## src/rtl/ire_pkg.sv

```systemverilog
package ire_pkg;
  localparam int REG_W = 32;

  typedef enum logic [2:0] {
    RA_CTRL   = 3'd0,
    RA_FADDR  = 3'd1,
    RA_COUNT  = 3'd2,
    RA_TBASE  = 3'd3,
    RA_TRANGE = 3'd4,
    RA_WMARK  = 3'd5,
    RA_FILL   = 3'd6,
    RA_IRQ    = 3'd7
  } reg_idx_e;

  localparam int CTRL_START = 0;
  localparam int CTRL_BUSY  = 1;
  localparam int CTRL_DONE  = 5;

  localparam int IRQ_WM   = 0;
  localparam int IRQ_CMPL = 1;
  localparam int IRQ_UFL  = 2;
endpackage

```

## src/rtl/ire_fifo.sv

```systemverilog
module ire_fifo #(
  parameter int DATA_W = 8,
  parameter int DEPTH  = 16,
  localparam int PTR_W = $clog2(DEPTH),
  localparam int LVL_W = PTR_W + 1
) (
  input  logic              clk,
  input  logic              rst_n,
  input  logic              push,
  input  logic [DATA_W-1:0] din,
  input  logic              pop,
  output logic [DATA_W-1:0] dout,
  output logic              full,
  output logic              empty,
  output logic [LVL_W-1:0]  level
);
  logic [DATA_W-1:0] mem [DEPTH];
  logic [PTR_W-1:0]  wp_q, wp_d, rp_q, rp_d;
  logic [LVL_W-1:0]  cnt_q, cnt_d;

  assign full  = (cnt_q == LVL_W'(DEPTH));
  assign empty = (cnt_q == '0);
  assign level = cnt_q;
  assign dout  = mem[rp_q];

  always_comb begin
    wp_d  = wp_q;
    rp_d  = rp_q;
    cnt_d = cnt_q;
    if (push) wp_d = wp_q + 1'b1;
    if (pop)  rp_d = rp_q + 1'b1;
    cnt_d = cnt_q + LVL_W'(push) - LVL_W'(pop);
  end

  always_ff @(posedge clk) begin
    if (push) mem[wp_q] <= din;
  end

  always_ff @(posedge clk or negedge rst_n) begin
    if (!rst_n) begin
      wp_q  <= '0;
      rp_q  <= '0;
      cnt_q <= '0;
    end else begin
      wp_q  <= wp_d;
      rp_q  <= rp_d;
      cnt_q <= cnt_d;
    end
  end
endmodule

```

## src/rtl/ire_fetch.sv

```systemverilog
module ire_fetch #(
  parameter int ADDR_W = 32,
  parameter int CNT_W  = 16
) (
  input  logic              clk,
  input  logic              rst_n,
  input  logic              start,
  input  logic [ADDR_W-1:0] start_addr,
  input  logic [CNT_W-1:0]  count,
  input  logic              stall,
  input  logic              fl_ack,
  output logic              fl_req,
  output logic [ADDR_W-1:0] fl_addr,
  output logic              push,
  output logic              last
);
  logic [ADDR_W-1:0] addr_q, addr_d;
  logic [CNT_W-1:0]  rem_q, rem_d;

  assign fl_req  = (rem_q != '0) && !stall;
  assign fl_addr = addr_q;
  assign push    = fl_req && fl_ack;
  assign last    = push && (rem_q == CNT_W'(1));

  always_comb begin
    addr_d = addr_q;
    rem_d  = rem_q;
    if (start) begin
      addr_d = start_addr;
      rem_d  = count;
    end else if (push) begin
      addr_d = addr_q + 1'b1;
      rem_d  = rem_q - 1'b1;
    end
  end

  always_ff @(posedge clk or negedge rst_n) begin
    if (!rst_n) begin
      addr_q <= '0;
      rem_q  <= '0;
    end else begin
      addr_q <= addr_d;
      rem_q  <= rem_d;
    end
  end
endmodule

```

## src/rtl/ire_regs.sv

```systemverilog
module ire_regs
  import ire_pkg::*;
#(
  parameter int ADDR_W = 32,
  parameter int CNT_W  = 16,
  parameter int LVL_W  = 5
) (
  input  logic              clk,
  input  logic              rst_n,
  input  logic              reg_we,
  input  logic [2:0]        reg_addr,
  input  logic [REG_W-1:0]  reg_wdata,
  output logic [REG_W-1:0]  reg_rdata,
  input  logic              push,
  input  logic              pop,
  input  logic              last_byte,
  input  logic              underflow,
  input  logic [LVL_W-1:0]  level,
  input  logic [LVL_W-1:0]  lvl_next,
  output logic              start,
  output logic              busy,
  output logic              done,
  output logic [ADDR_W-1:0] faddr,
  output logic [CNT_W-1:0]  count,
  output logic [ADDR_W-1:0] tbase,
  output logic [4:0]        trange,
  output logic [2:0]        stat
);
  logic [ADDR_W-1:0] faddr_q, tbase_q;
  logic [CNT_W-1:0]  count_q, wm_q, drain_q, drain_d;
  logic [4:0]        trange_q;
  logic              busy_q, busy_d, done_q, done_d;
  logic [2:0]        stat_q, stat_d;
  logic              wr_faddr, wr_count, wr_tbase, wr_trange, wr_wm, wr_irq;
  logic              finish, wm_evt;

  assign wr_faddr  = reg_we && (reg_addr == RA_FADDR);
  assign wr_count  = reg_we && (reg_addr == RA_COUNT);
  assign wr_tbase  = reg_we && (reg_addr == RA_TBASE);
  assign wr_trange = reg_we && (reg_addr == RA_TRANGE);
  assign wr_wm     = reg_we && (reg_addr == RA_WMARK);
  assign wr_irq    = reg_we && (reg_addr == RA_IRQ);

  assign start  = reg_we && (reg_addr == RA_CTRL) && reg_wdata[CTRL_START] && !busy_q;
  assign finish = busy_q && ((drain_q == '0) || (pop && drain_q == CNT_W'(1)));
  assign wm_evt = push && (wm_q != '0) && ((CNT_W'(lvl_next) > wm_q) || last_byte);

  always_comb begin
    busy_d  = busy_q;
    done_d  = done_q;
    drain_d = drain_q;
    if (start) begin
      busy_d  = 1'b1;
      done_d  = 1'b0;
      drain_d = count_q;
    end else if (finish) begin
      busy_d  = 1'b0;
      done_d  = 1'b1;
      drain_d = '0;
    end else if (busy_q && pop) begin
      drain_d = drain_q - 1'b1;
    end
    stat_d = stat_q & ~(wr_irq ? reg_wdata[2:0] : 3'b000);
    if (wm_evt)    stat_d[IRQ_WM]   = 1'b1;
    if (finish)    stat_d[IRQ_CMPL] = 1'b1;
    if (underflow) stat_d[IRQ_UFL]  = 1'b1;
  end

  always_ff @(posedge clk or negedge rst_n) begin
    if (!rst_n) begin
      faddr_q  <= '0;
      count_q  <= '0;
      tbase_q  <= '0;
      trange_q <= '0;
      wm_q     <= '0;
      busy_q   <= 1'b0;
      done_q   <= 1'b0;
      drain_q  <= '0;
      stat_q   <= '0;
    end else begin
      if (wr_faddr)  faddr_q  <= reg_wdata[ADDR_W-1:0];
      if (wr_count)  count_q  <= reg_wdata[CNT_W-1:0];
      if (wr_tbase)  tbase_q  <= reg_wdata[ADDR_W-1:0];
      if (wr_trange) trange_q <= reg_wdata[4:0];
      if (wr_wm)     wm_q     <= reg_wdata[CNT_W-1:0];
      busy_q  <= busy_d;
      done_q  <= done_d;
      drain_q <= drain_d;
      stat_q  <= stat_d;
    end
  end

  always_comb begin
    reg_rdata = '0;
    case (reg_addr)
      RA_CTRL: begin
        reg_rdata[CTRL_BUSY] = busy_q;
        reg_rdata[CTRL_DONE] = done_q;
      end
      RA_FADDR:  reg_rdata = REG_W'(faddr_q);
      RA_COUNT:  reg_rdata = REG_W'(count_q);
      RA_TBASE:  reg_rdata = REG_W'(tbase_q);
      RA_TRANGE: reg_rdata = REG_W'(trange_q);
      RA_WMARK:  reg_rdata = REG_W'(wm_q);
      RA_FILL:   reg_rdata = REG_W'(level);
      RA_IRQ:    reg_rdata = REG_W'(stat_q);
      default:   reg_rdata = '0;
    endcase
  end

  assign busy   = busy_q;
  assign done   = done_q;
  assign faddr  = faddr_q;
  assign count  = count_q;
  assign tbase  = tbase_q;
  assign trange = trange_q;
  assign stat   = stat_q;
endmodule

```

## src/rtl/ind_rd_engine.sv

```systemverilog
module ind_rd_engine
  import ire_pkg::*;
#(
  parameter int ADDR_W = 32,
  parameter int DATA_W = 8,
  parameter int DEPTH  = 16,
  parameter int CNT_W  = 16,
  localparam int LVL_W = $clog2(DEPTH) + 1
) (
  input  logic              clk,
  input  logic              rst_n,
  input  logic              reg_we,
  input  logic [2:0]        reg_addr,
  input  logic [REG_W-1:0]  reg_wdata,
  output logic [REG_W-1:0]  reg_rdata,
  output logic              fl_req,
  output logic [ADDR_W-1:0] fl_addr,
  input  logic              fl_ack,
  input  logic [DATA_W-1:0] fl_data,
  input  logic              hr_en,
  input  logic [ADDR_W-1:0] hr_addr,
  output logic [DATA_W-1:0] hr_data,
  output logic              irq_wm,
  output logic              irq_done
);
  logic [1:0]        rst_sync;
  logic              rst_i_n;
  logic              push, pop, last, full, empty, hit, uflow;
  logic              start, busy, done;
  logic [LVL_W-1:0]  level, lvl_next;
  logic [DATA_W-1:0] head;
  logic [ADDR_W-1:0] cfg_faddr, cfg_tbase, win_off;
  logic [CNT_W-1:0]  cfg_count;
  logic [4:0]        cfg_trange;
  logic [2:0]        stat;

  always_ff @(posedge clk or negedge rst_n) begin
    if (!rst_n) rst_sync <= 2'b00;
    else        rst_sync <= {rst_sync[0], 1'b1};
  end
  assign rst_i_n = rst_sync[1];

  assign win_off  = hr_addr - cfg_tbase;
  assign hit      = hr_en && ((win_off >> cfg_trange) == '0);
  assign pop      = hit && !empty;
  assign uflow    = hit && empty;
  assign hr_data  = pop ? head : '0;
  assign lvl_next = level + LVL_W'(push) - LVL_W'(pop);
  assign irq_wm   = stat[IRQ_WM];
  assign irq_done = stat[IRQ_CMPL];

  ire_fifo #(.DATA_W(DATA_W), .DEPTH(DEPTH)) u_fifo (
    .clk(clk), .rst_n(rst_i_n), .push(push), .din(fl_data), .pop(pop),
    .dout(head), .full(full), .empty(empty), .level(level)
  );

  ire_fetch #(.ADDR_W(ADDR_W), .CNT_W(CNT_W)) u_fetch (
    .clk(clk), .rst_n(rst_i_n), .start(start), .start_addr(cfg_faddr),
    .count(cfg_count), .stall(full), .fl_ack(fl_ack), .fl_req(fl_req),
    .fl_addr(fl_addr), .push(push), .last(last)
  );

  ire_regs #(.ADDR_W(ADDR_W), .CNT_W(CNT_W), .LVL_W(LVL_W)) u_regs (
    .clk(clk), .rst_n(rst_i_n), .reg_we(reg_we), .reg_addr(reg_addr),
    .reg_wdata(reg_wdata), .reg_rdata(reg_rdata), .push(push), .pop(pop),
    .last_byte(last), .underflow(uflow), .level(level), .lvl_next(lvl_next),
    .start(start), .busy(busy), .done(done), .faddr(cfg_faddr),
    .count(cfg_count), .tbase(cfg_tbase), .trange(cfg_trange), .stat(stat)
  );
endmodule

```

## config.mk

```make
export PLATFORM = sky130hd
export DESIGN_NAME = ind_rd_engine
export DESIGN_NICKNAME = d
export VERILOG_FILES = /design/src/rtl/ire_pkg.sv /design/src/rtl/ire_fifo.sv /design/src/rtl/ire_fetch.sv /design/src/rtl/ire_regs.sv /design/src/rtl/ind_rd_engine.sv
export SDC_FILE = /design/constraint.sdc
export NUM_CORES = 1
export LEC_CHECK = 0
export BUFFER_PORTS_ARGS = -buffer_cell sky130_fd_sc_hd__buf_2
export CAP_MARGIN = 20
export CORE_UTILIZATION = 55
export CTS_BUF_LIST = sky130_fd_sc_hd__clkbuf_4
export CTS_CLUSTER_SIZE = 20
export DETAILED_ROUTE_END_ITERATION = 7
export PLACE_DENSITY = 0.74
export SETUP_SLACK_MARGIN = 0.4
export SLEW_MARGIN = 30
export SYNTH_ARGS = -nofsm -noshare
export SYNTH_HDL_FRONTEND = slang
export SYNTH_SLANG_ARGS = --single-unit
```

## constraint.sdc

```tcl
create_clock -name clk -period 8.65 [get_ports clk]
set_input_delay 1.2975 -clock clk [delete_from_list [all_inputs] [get_ports clk]]
set_output_delay 1.2975 -clock clk [all_outputs]
set_load 0.005 [all_outputs]
```

# Word level (Yosys, flattened, before mapping)
# Memory sizes are Yosys's and may differ from the RTL's.
# Index checks and enable logic that the tools add are counted.
[word_totals]
regBits = 185
ram_bits = 128
input_bits = 80
wordCells = 96
memories = 1
[classes]
add_sub_neg = 8
magnitude_cmp = 1
eq_ne = 10
shifts = 1
mux = 23
bitwise = 2
n_reduce_logical = 35
[mem_list]
columns = ["name", "depth", "word_bits", "rd", "rd_clocked_by_memory_dff", "write_ports", "line", "text"]
rows = [
  ["u_fifo.mem", 16, 8, 1, 0, 1, "ire_fifo.sv:17", "logic [DATA_W-1:0] mem [DEPTH];"],
]
[op_table]
columns = ["cell", "n"]
rows = [
  ["26-bit one-hot mux with 4 select lines", 1],
  ["16-bit two-way mux", 5],
  ["32-bit two-way mux", 2],
  ["32-bit by 1-bit adder with 32-bit output, second input constant", 1],
  ["16-bit by 1-bit equality test with 1-bit output, second input constant", 2],
  ["32-bit zero test", 1],
  ["16-bit nonzero test", 2],
  ["32-bit by 5-bit right shift with 32-bit output", 1],
  ["16-bit by 1-bit subtractor with 16-bit output, second input constant", 2],
  ["32-bit subtractor", 1],
  ["3-bit one-hot mux with 7 select lines", 1],
  ["1-bit logical AND", 20],
  ["5-bit by 16-bit greater-than comparator with 1-bit output", 1],
  ["16-bit zero test", 1],
  ["3-bit equality test, second input constant", 4],
  ["1-bit two-way mux", 9],
  ["4-bit by 1-bit adder with 4-bit output, second input constant", 2],
  ["8-bit two-way mux", 1],
  ["1-bit one-hot mux with 8 select lines", 1],
  ["1-bit one-hot mux with 7 select lines", 1],
  ["3-bit by 2-bit equality test with 1-bit output, second input constant", 2],
  ["1-bit one-hot mux with 6 select lines", 1],
  ["5-bit by 1-bit adder with 5-bit output", 1],
  ["5-bit equality test, second input constant", 1],
  ["other kinds (12)", 16],
]

# Logic depth before layout (Yosys ltp)
# Gate-level depths: netlist (run 1).
[depth]
word_depth = 10
mapped_depth = 29
mapped_depth_nobuf = 29

# Hierarchy
# Synthesis (run 1) repeated with hierarchy kept, for this count alone.
[hier_totals]
cells_unflattened = 1611
area_unflattened_um2 = 18048.6
[by_module_without_submodules]
columns = ["mod", "n_inst", "cells_each", "area_each_um2"]
rows = [
  ["ire_regs", 1, 477, 5970.7],
  ["ire_fifo", 1, 285, 5719.2],
  ["ind_rd_engine", 1, 512, 3370.7],
  ["ire_fetch", 1, 337, 2987.9],
]

# Worst setup path after synthesis (run 1)
# No wires, ideal clock.
[synth_path]
path_kind = "input port to flip-flop"
startpoint = "input hr_addr[0]"
endpoint = "register u_regs.stat_q[0] (netlist: u_regs.stat[0])"
setup_time_ps = 83
arrival_ps = 6628
setup_slack_ps = 1940
cell_stages = 29
cell_sequence = "inv_1 > ha_1 > fa_1 > nor2b_2 > o2111ai_2 > a211oi_1 > or3_1 > nand3_1 > nand3_1 > mux4_1 > nor4_1 > or3_1 > a311oi_4 > nor2_2 > nand2_2 > inv_1 > ha_1 > inv_1 > ha_1 > fa_1 > a21oi_1 > nor2_1 > nor2_1 > xnor2_1 > ha_1 > and3_1 > a311oi_1 > a21oi_1 > o21ai_0"
[synth_via]
elab_chain_cells = 10
[synth_lines]
columns = ["item", "line", "text"]
rows = [
  ["from (decl)", "ind_rd_engine.sv:21", "input logic [ADDR_W-1:0] hr_addr,"],
  ["32-bit subtractor", "ind_rd_engine.sv:43", "assign win_off = hr_addr - cfg_tbase;"],
  ["32-bit by 5-bit right shift with 32-bit output", "ind_rd_engine.sv:44", "assign hit = hr_en && ((win_off >> cfg_trange) == '0);"],
  ["32-bit zero test", "ind_rd_engine.sv:44", ""],
  ["1-bit logical AND", "ind_rd_engine.sv:44", ""],
  ["1-bit logical AND", "ind_rd_engine.sv:45", "assign pop = hit && !empty;"],
  ["named net pop", "ind_rd_engine.sv:28", "logic push, pop, last, full, empty, hit, uflow;"],
  ["5-bit by 1-bit subtractor with 5-bit output", "ind_rd_engine.sv:48", "assign lvl_next = level + LVL_W'(push) - LVL_W'(pop);"],
  ["named net lvl_next[4]", "ind_rd_engine.sv:30", "logic [LVL_W-1:0] level, lvl_next;"],
  ["5-bit by 16-bit greater-than comparator with 1-bit output", "ire_regs.sv:46", "assign wm_evt = push && (wm_q != '0) && ((CNT_W'(lvl_next) > wm_q) || last_byte);"],
  ["1-bit logical OR", "ire_regs.sv:46", ""],
  ["1-bit logical AND", "ire_regs.sv:46", ""],
  ["1-bit two-way mux", "ire_regs.sv:64", "if (wm_evt) stat_d[IRQ_WM] = 1'b1;"],
  ["named net u_regs.stat_d[0]", "ire_regs.sv:33", "logic [2:0] stat_q, stat_d;"],
  ["to (signal assigned)", "ire_regs.sv:89", "stat_q <= stat_d;"],
  ["to (decl)", "ire_regs.sv:33", ""],
]
# The timed path passes the listed nets, and every way through them passes these cells.
# A chain may end at the register's enable or synchronous reset.

# Final worst setup path (run 1)
[layout_path]
startpoint = "input hr_addr[0]"
endpoint = "output hr_data[3]"
[layout_via]
elab_chain_cells = 6
[layout_lines]
columns = ["item", "line", "text"]
rows = [
  ["32-bit subtractor", "ind_rd_engine.sv:43", ""],
  ["32-bit by 5-bit right shift with 32-bit output", "ind_rd_engine.sv:44", ""],
  ["32-bit zero test", "ind_rd_engine.sv:44", ""],
  ["1-bit logical AND", "ind_rd_engine.sv:44", ""],
  ["1-bit logical AND", "ind_rd_engine.sv:45", ""],
  ["8-bit two-way mux", "ind_rd_engine.sv:47", "assign hr_data = pop ? head : '0;"],
  ["to (decl)", "ind_rd_engine.sv:22", "output logic [DATA_W-1:0] hr_data,"],
]
# Every way passes these cells.

==> results of run 1 <==
[final cells by class]
class	count	area, um2	share of cell area
clock buffer	124	931	0.0474
tap	402	503	0.0256
inverter	74	278	0.0141
multi-input combinational	1102	8390	0.427
antenna	1	2.50	0.000127
sequential	313	8480	0.431
clock inverter	31	183	0.00930
timing repair buffer	169	887	0.0451
[metal layers]
layer | up-vias | wire length, um | global-route usage
met4 | 4 | 1850 | 0.140
met2 | 485 | 21700 | 0.465
li1 | 6317 | - | -
met3 | 91 | 2920 | 0.0556
met1 | 6679 | 19700 | 0.372
met5 | - | 22 | 0
[worst max path at each step]
stage / start / to / slack (ns)
after floorplan: hr_addr[0] / u_regs.stat[0]$_DFF_PN0_ / 1.94
after global placement: hr_addr[0] / u_regs.stat[0]$_DFF_PN0_ / 1.24
after detailed placement: hr_addr[0] / u_regs.stat[0]$_DFF_PN0_ / 1.04
after CTS: hr_addr[0] / hr_data[3] / 1.70
after global routing: hr_addr[0] / u_regs.stat[0]$_DFF_PN0_ / 1.22
final: hr_addr[0] / hr_data[3] / 1.61
[per-stage QoR]
step	util	cell area [um2]	setup slack, ns	cells	power (mW)
after floorplan	-	17600	1.94	1572	3.54
after global placement	0.587	18500	1.24	2060	4.06
after detailed placement	0.587	18500	1.04	2060	4.11
after CTS	0.623	19600	1.70	2215	5.46
after global routing	0.623	19700	1.22	2216	5.80
final	0.623	19700	1.61	2216	5.45
[worst max-delay path: stages]
cell and delay (ns):
buf_2 0.08, inv_1 0.03, ha_1 0.21, fa_1 0.42
nor2b_2 0.18, o2111ai_2 0.24, a211oi_1 0.62, o21ai_1 0.15
nand3_1 0.13, nand3_1 0.14, mux2_2 0.30, mux4_2 0.51
nor4_4 0.31, a311oi_4 0.12, nor2_2 0.12, buf_4 0.21
nand2_2 0.15, a211oi_1 0.34, buf_2 0.18
[sequential cells by signal (all words and copies together) (netlist names)]
name             cells
u_fifo.level         5
u_fetch.rem_q       16
u_regs.tbase        32
u_regs.busy          1
u_regs.wm_q         16
u_regs.trange        5
u_regs.done          1
u_regs.faddr        32
u_fifo.rp_q          4
u_regs.stat          3
u_regs.drain_q      16
u_fifo.wp_q          4
rst_sync             2
u_regs.count        16
u_fetch.fl_addr     32
u_fifo.mem         128
[cell usage after synthesis, drive strengths merged (11+ instances only)]
| master | count |
|---|---|
| a22oi | 17 |
| nor4 | 16 |
| mux4 | 33 |
| xnor2 | 33 |
| and2 | 23 |
| nand2 | 150 |
| mux2 | 108 |
| o221ai | 11 |
| dfrtp | 185 |
| ha | 52 |
| and3 | 19 |
| nand3 | 37 |
| a21o | 18 |
| edfxtp | 128 |
| inv | 71 |
| o211ai | 15 |
| xor2 | 37 |
| o21a | 14 |
| clkbuf | 42 |
| nand4 | 26 |
| a211oi | 14 |
| a22o | 29 |
| a21oi | 59 |
| nor2 | 69 |
| o21ai | 113 |
| nor3 | 25 |
| a31oi | 13 |
| buf | 40 |
| mux2i | 27 |
[power by group through the flow]
stage          sequential [mW]  combinational [mW]  clock, mW
4_1_cts                   2.18                1.91       1.37
6_report                  2.19                1.92       1.35
3_3_place_gp              2.19                1.87          0
3_5_place_dp              2.21                1.90          0
5_1_grt                   2.22                2.13       1.45
2_1_floorplan             2.12                1.43          0
[kinds of logic (layout without fill, tap and decap cells)]
logic type,after synthesis,count (layout),share of synthesized area
simple gates,427,427,0.123
compound gates,382,382,0.152
flops,313,313,0.481
mux,168,168,0.127
buf+inv,157,398,0.0429
xor+xnor,70,70,0.0348
fa+ha+maj,54,54,0.0392
other cells,1,2,0.000213
==> results.yml, run 1 <==
min_path:
  hold_path.class: "in -> async"
worst_setup_path:
  worst-setup-path-type: "in -> out"
  cp-end-kind: "primary output"
  crit_fanout: 14
  cp.required_ns: 7.35
  cp.arrival_ns: 5.74
  ff2ff_path_depth: 29
  worstReg2RegStart: "u_regs.tbase[0]$_DFFE_PN0P_"
  crit_path_start_kind: "input port"
  reg2reg_slack_ns: 1.85
  r2r_end: "u_regs.stat[0]$_DFF_PN0_"
yosys:
  ys_seq_area_frac: 0.481
  ys_types: 105
  synth_top_cells_by_area: "dfrtp_1 (26%), edfxtp_1 (22%), mux2_2 (6.8%), mux4_2 (4.1%), ha_1 (3.7%)"
  synthesis.nets: 1706
  syn_area_um2: 17600
  ys_warn_count: 0
  synth_edf_count: 128
  synth_top_area_cell: "dfrtp_1"
  synth-seq-cells: 313
  synth_ff_type: "dfrtp_1"
  synth_top_area_share: 0.263
  syn_area_per_cell_um2: 11.2
  synth_cells: 1572
  async_flop_share: 0.591
drt:
  drt_first_pass_iters: 8
  wl_per_cell_um: 20.9
  drt_iter0_markers: 1128
  vias: 13600
  postRouteWirelength_um: 46200
  post_drt_via_cell_ratio: 6.13
  detail-route-antenna-nets: 0
  drc: 2
cts:
  htreeDepth: 3
  cts_resized: 0
  cts_tree: "built"
  postCtsSetupBuffers: 0
  cts.sinks: 313
  cts_root_buf: "clkbuf_4"
  insertion_delay_ns: 0.74
  cts_hold_buf: 0
  ctsLongestPathBuffers: 3
  numCtsBuffers: 84
  clk_pin_slew_ns: 0.06
pwr:
  netSwitchingPower_mw: 2.00
  pwr-share-comb: 0.352
  clockPowerShare: 0.247
  p_seq_frac: 0.401
  p_int_mw: 3.45
  peakVddDrop_mv: 0.176
  pwr_density_cell_nw_per_um2: 277
  leakage_nw: 8.12
  swShare: 0.368
grt:
  antenna_found_initial: 3
  grt_pass1_wl_um: 73000
  grt_pass1_vias: 13600
  grt_remaining_overflow: 0
  track_usage: 0.287
  grt_max_degree: 98
layout:
  final_common_cell: "dfrtp_1"
  fillerInstances: 2604
  syn2layout_area_growth_pct: 11.6
  nets: 1878
  layout_common_cells: "dfrtp_1 (183), buf_2 (154), nand2_1 (149), edfxtp_1 (128), clkbuf_4 (124)"
  drive_gt1_frac: 0.269
timing:
  fmax_mhz: 142
  skew_ns: 0.0362
  setup_tns_ns: 0
  finalSetupViolCount: 0
  max-slew-margin-rel: 0.308
  holdWs_ns: 0.336
  rsz0062_at_grt: "false"
  hold_viol: 0
  period_share: 0.814
  fin_crit_ns: 7.04
  worst_pin_slew_ns: 1.03
  drv_slew: 0
die:
  ios: 155
  die-area_um2: 32700
  core-area_um2: 31600
  chipWidth_um: 181
  die_y_um: 181
  placementRows: 65
  initial_core_util: 0.558
flow_run:
  max_cap_viol_count: 0
run_status:
  status: "finished with violations"
  violations: "design-rule violations"
placement:
  gp_congestion: 0.923
  portBuffers: 154
  dp_hpwl_um: 33600
(Power assumes the default switching activity.)
==> inputs of run 2 (changes only) <==
==> constraint.sdc (replaced) <==
create_clock -name clk -period 6.7 [get_ports clk]
set_input_delay 1.005 -clock clk [delete_from_list [all_inputs] [get_ports clk]]
set_output_delay 1.005 -clock clk [all_outputs]
set_load 0.005 [all_outputs]
==> run 2 against run 1 <==
The run now ends clean. Worst hold slack got worse by 0.28 ns. Cell count rose by 0.90%. Largest power group unchanged. Sequential share of layout area fell by 0.95 points. Die area did not move. Critical path depth rose by 9. Critical path type is now reg -> reg.
==> results.yml, run 2 (synthesized netlist as in run 1, its figures left out) <==
run_status:
  status: "finished clean"
drt:
  detail-route-antenna-nets: 0
  post_drt_via_cell_ratio: 6.21
  wl_per_cell_um: 21.5
  drc: 0
  drt_first_pass_iters: 5
  postRouteWirelength_um: 48000
  drt_iter0_markers: 1151
  vias: 13900
cts:
  cts_hold_buf: 0
  cts.sinks: 313
  htreeDepth: 3
  numCtsBuffers: 81
  clk_pin_slew_ns: 0.06
  cts_root_buf: "clkbuf_4"
  insertion_delay_ns: 0.73
  ctsLongestPathBuffers: 3
  cts_tree: "built"
layout:
  drive_gt1_frac: 0.305
  layout_common_cells: "dfrtp_1 (181), buf_2 (154), nand2_1 (148), edfxtp_1 (128), clkbuf_4 (120)"
  nets: 1909
  top_register: "u_fifo.mem"
  largest_reg_flops: 128
  final_common_cell: "dfrtp_1"
  stdcell_count: 2236
  fillerInstances: 2537
  syn2layout_area_growth_pct: 14.1
placement:
  dp.cells: 2090
  dpl_worst_slack_ns: -0.0759
  portBuffers: 154
  gp_congestion: 0.934
  dp_hpwl_um: 34300
timing:
  hold_viol: 0
  worst_pin_slew_ns: 1.03
  holdWs_ns: 0.0524
  period_share: 0.908
  worst_slack_ns: 0.619
  rsz0062_at_grt: "false"
  fin_crit_ns: 6.08
  finalSetupViolCount: 0
  skew_ns: 0.0444
  max-slew-margin-rel: 0.310
  fmax_mhz: 164
  drv_slew: 0
min_path:
  hold_path.class: "in -> async"
grt:
  antenna_found_initial: 3
  track_usage: 0.294
  grt_max_degree: 98
  grt_pass1_vias: 13900
  grt_pass1_wl_um: 75200
  grt_remaining_overflow: 0
flow_run:
  max_cap_viol_count: 0
worst_setup_path:
  crit_path_start_kind: "flop"
  crit_slowest_cell: "or4_4"
  cp-end-kind: "flop"
  cp.required_ns: 7.34
  crit_fanout: 3
  cpPeakStageDelay_ns: 0.57
  worst-setup-path-type: "reg -> reg"
  crit_top_cell: "ha_1"
  cp.arrival_ns: 6.72
pwr:
  peakVddDrop_mv: 0.185
  leakage_nw: 8.26
  pwr_density_cell_nw_per_um2: 355
die:
  placementRows: 65
  die-area_um2: 32700
  initial_core_util: 0.558
  ios: 155
  die_y_um: 181
  core-area_um2: 31600
  chipWidth_um: 181
==> run 2: changes by cell type in the layout (fill, tap and decap cells not counted), sizes merged <==
cell and change:
buf +34, clkbuf -4, clkinvlp -1, inv -4
diode +2, clkinv -7
==> run 2: through the flow <==
| stage | cell area, um2 | util | power, mW | TNS, ns |
|---|---|---|---|---|
| floorplan | 17600 | - | 4.58 | 0 |
| global placement | 18800 | 0.595 | 5.28 | 0 |
| detailed placement | 18800 | 0.595 | 5.36 | -0.0759 |
| CTS | 19800 | 0.628 | 7.05 | 0 |
| global route | 20100 | 0.637 | 7.57 | 0 |
| finish | 20100 | 0.637 | 7.14 | 0 |
==> run 2: area by class of cell <==
class | instances | area [um2] | area share
multi-input cells | 1102 | 8640 | 0.430
flip-flops and latches | 313 | 8480 | 0.422
repair buffers | 203 | 1150 | 0.0575
clock buffers | 120 | 901 | 0.0448
well taps | 402 | 503 | 0.0250
inverters | 74 | 278 | 0.0138
clock inverters | 19 | 133 | 0.00660
diodes | 3 | 7.51 | 0.000373
==> run 2: path summary, 6_finish.rpt <==
check,start,endpoint,slack [ns],cells past startpoint
min in group clk,rst_sync[0]$_DFF_PN0_,rst_sync[1]$_DFF_PN0_,0.35,0
max in group asynchronous,rst_sync[1]$_DFF_PN0_,u_fetch.fl_addr[27]$_DFFE_PN0P_,5.26,2
setup / recovery,u_regs.tbase[18]$_DFFE_PN0P_,u_regs.stat[0]$_DFF_PN0_,0.62,28
hold / removal,rst_n,rst_sync[1]$_DFF_PN0_,0.05,1
hold reg to reg,rst_sync[1]$_DFF_PN0_,u_regs.drain_q[10]$_DFFE_PN0P_,0.27,0
setup reg to reg,u_regs.tbase[18]$_DFFE_PN0P_,u_regs.stat[0]$_DFF_PN0_,0.62,28
==> run 2: what timing repair did <==
action | in CTS | in global routing
pin swaps | 0 | 18
resized for setup | 1 | 56
setup buffers | 0 | 3
setup endpoints to repair | 1 | 9
==> run 2: per-layer routing <==
layer  track usage  wire, um
met5             0        15
met4         0.140      1920
met3        0.0526      3270
met2         0.482     23100
met1         0.380     19700
==> run 2: power by group <==
| group | total (mW) | internal, mW | switching, mW |
|---|---|---|---|
| Combinational | 2.60 | 1.18 | 1.43 |
| Clock | 1.67 | 0.894 | 0.779 |
| Sequential | 2.86 | 2.42 | 0.440 |
| Total | 7.14 | 4.49 | 2.64 |
==> run 2: worst max-delay path, delay by kind of cell (launching register included) <==
family                     cells  cell delay [ns]
AOI/OAI and AO/OA             10             1.94
xor gates and xnor gates       1             0.16
adders and majority gates      5             1.33
buffers and inverters          3             0.18
DFF                            1             0.43
and+or+nand+nor                9             1.97
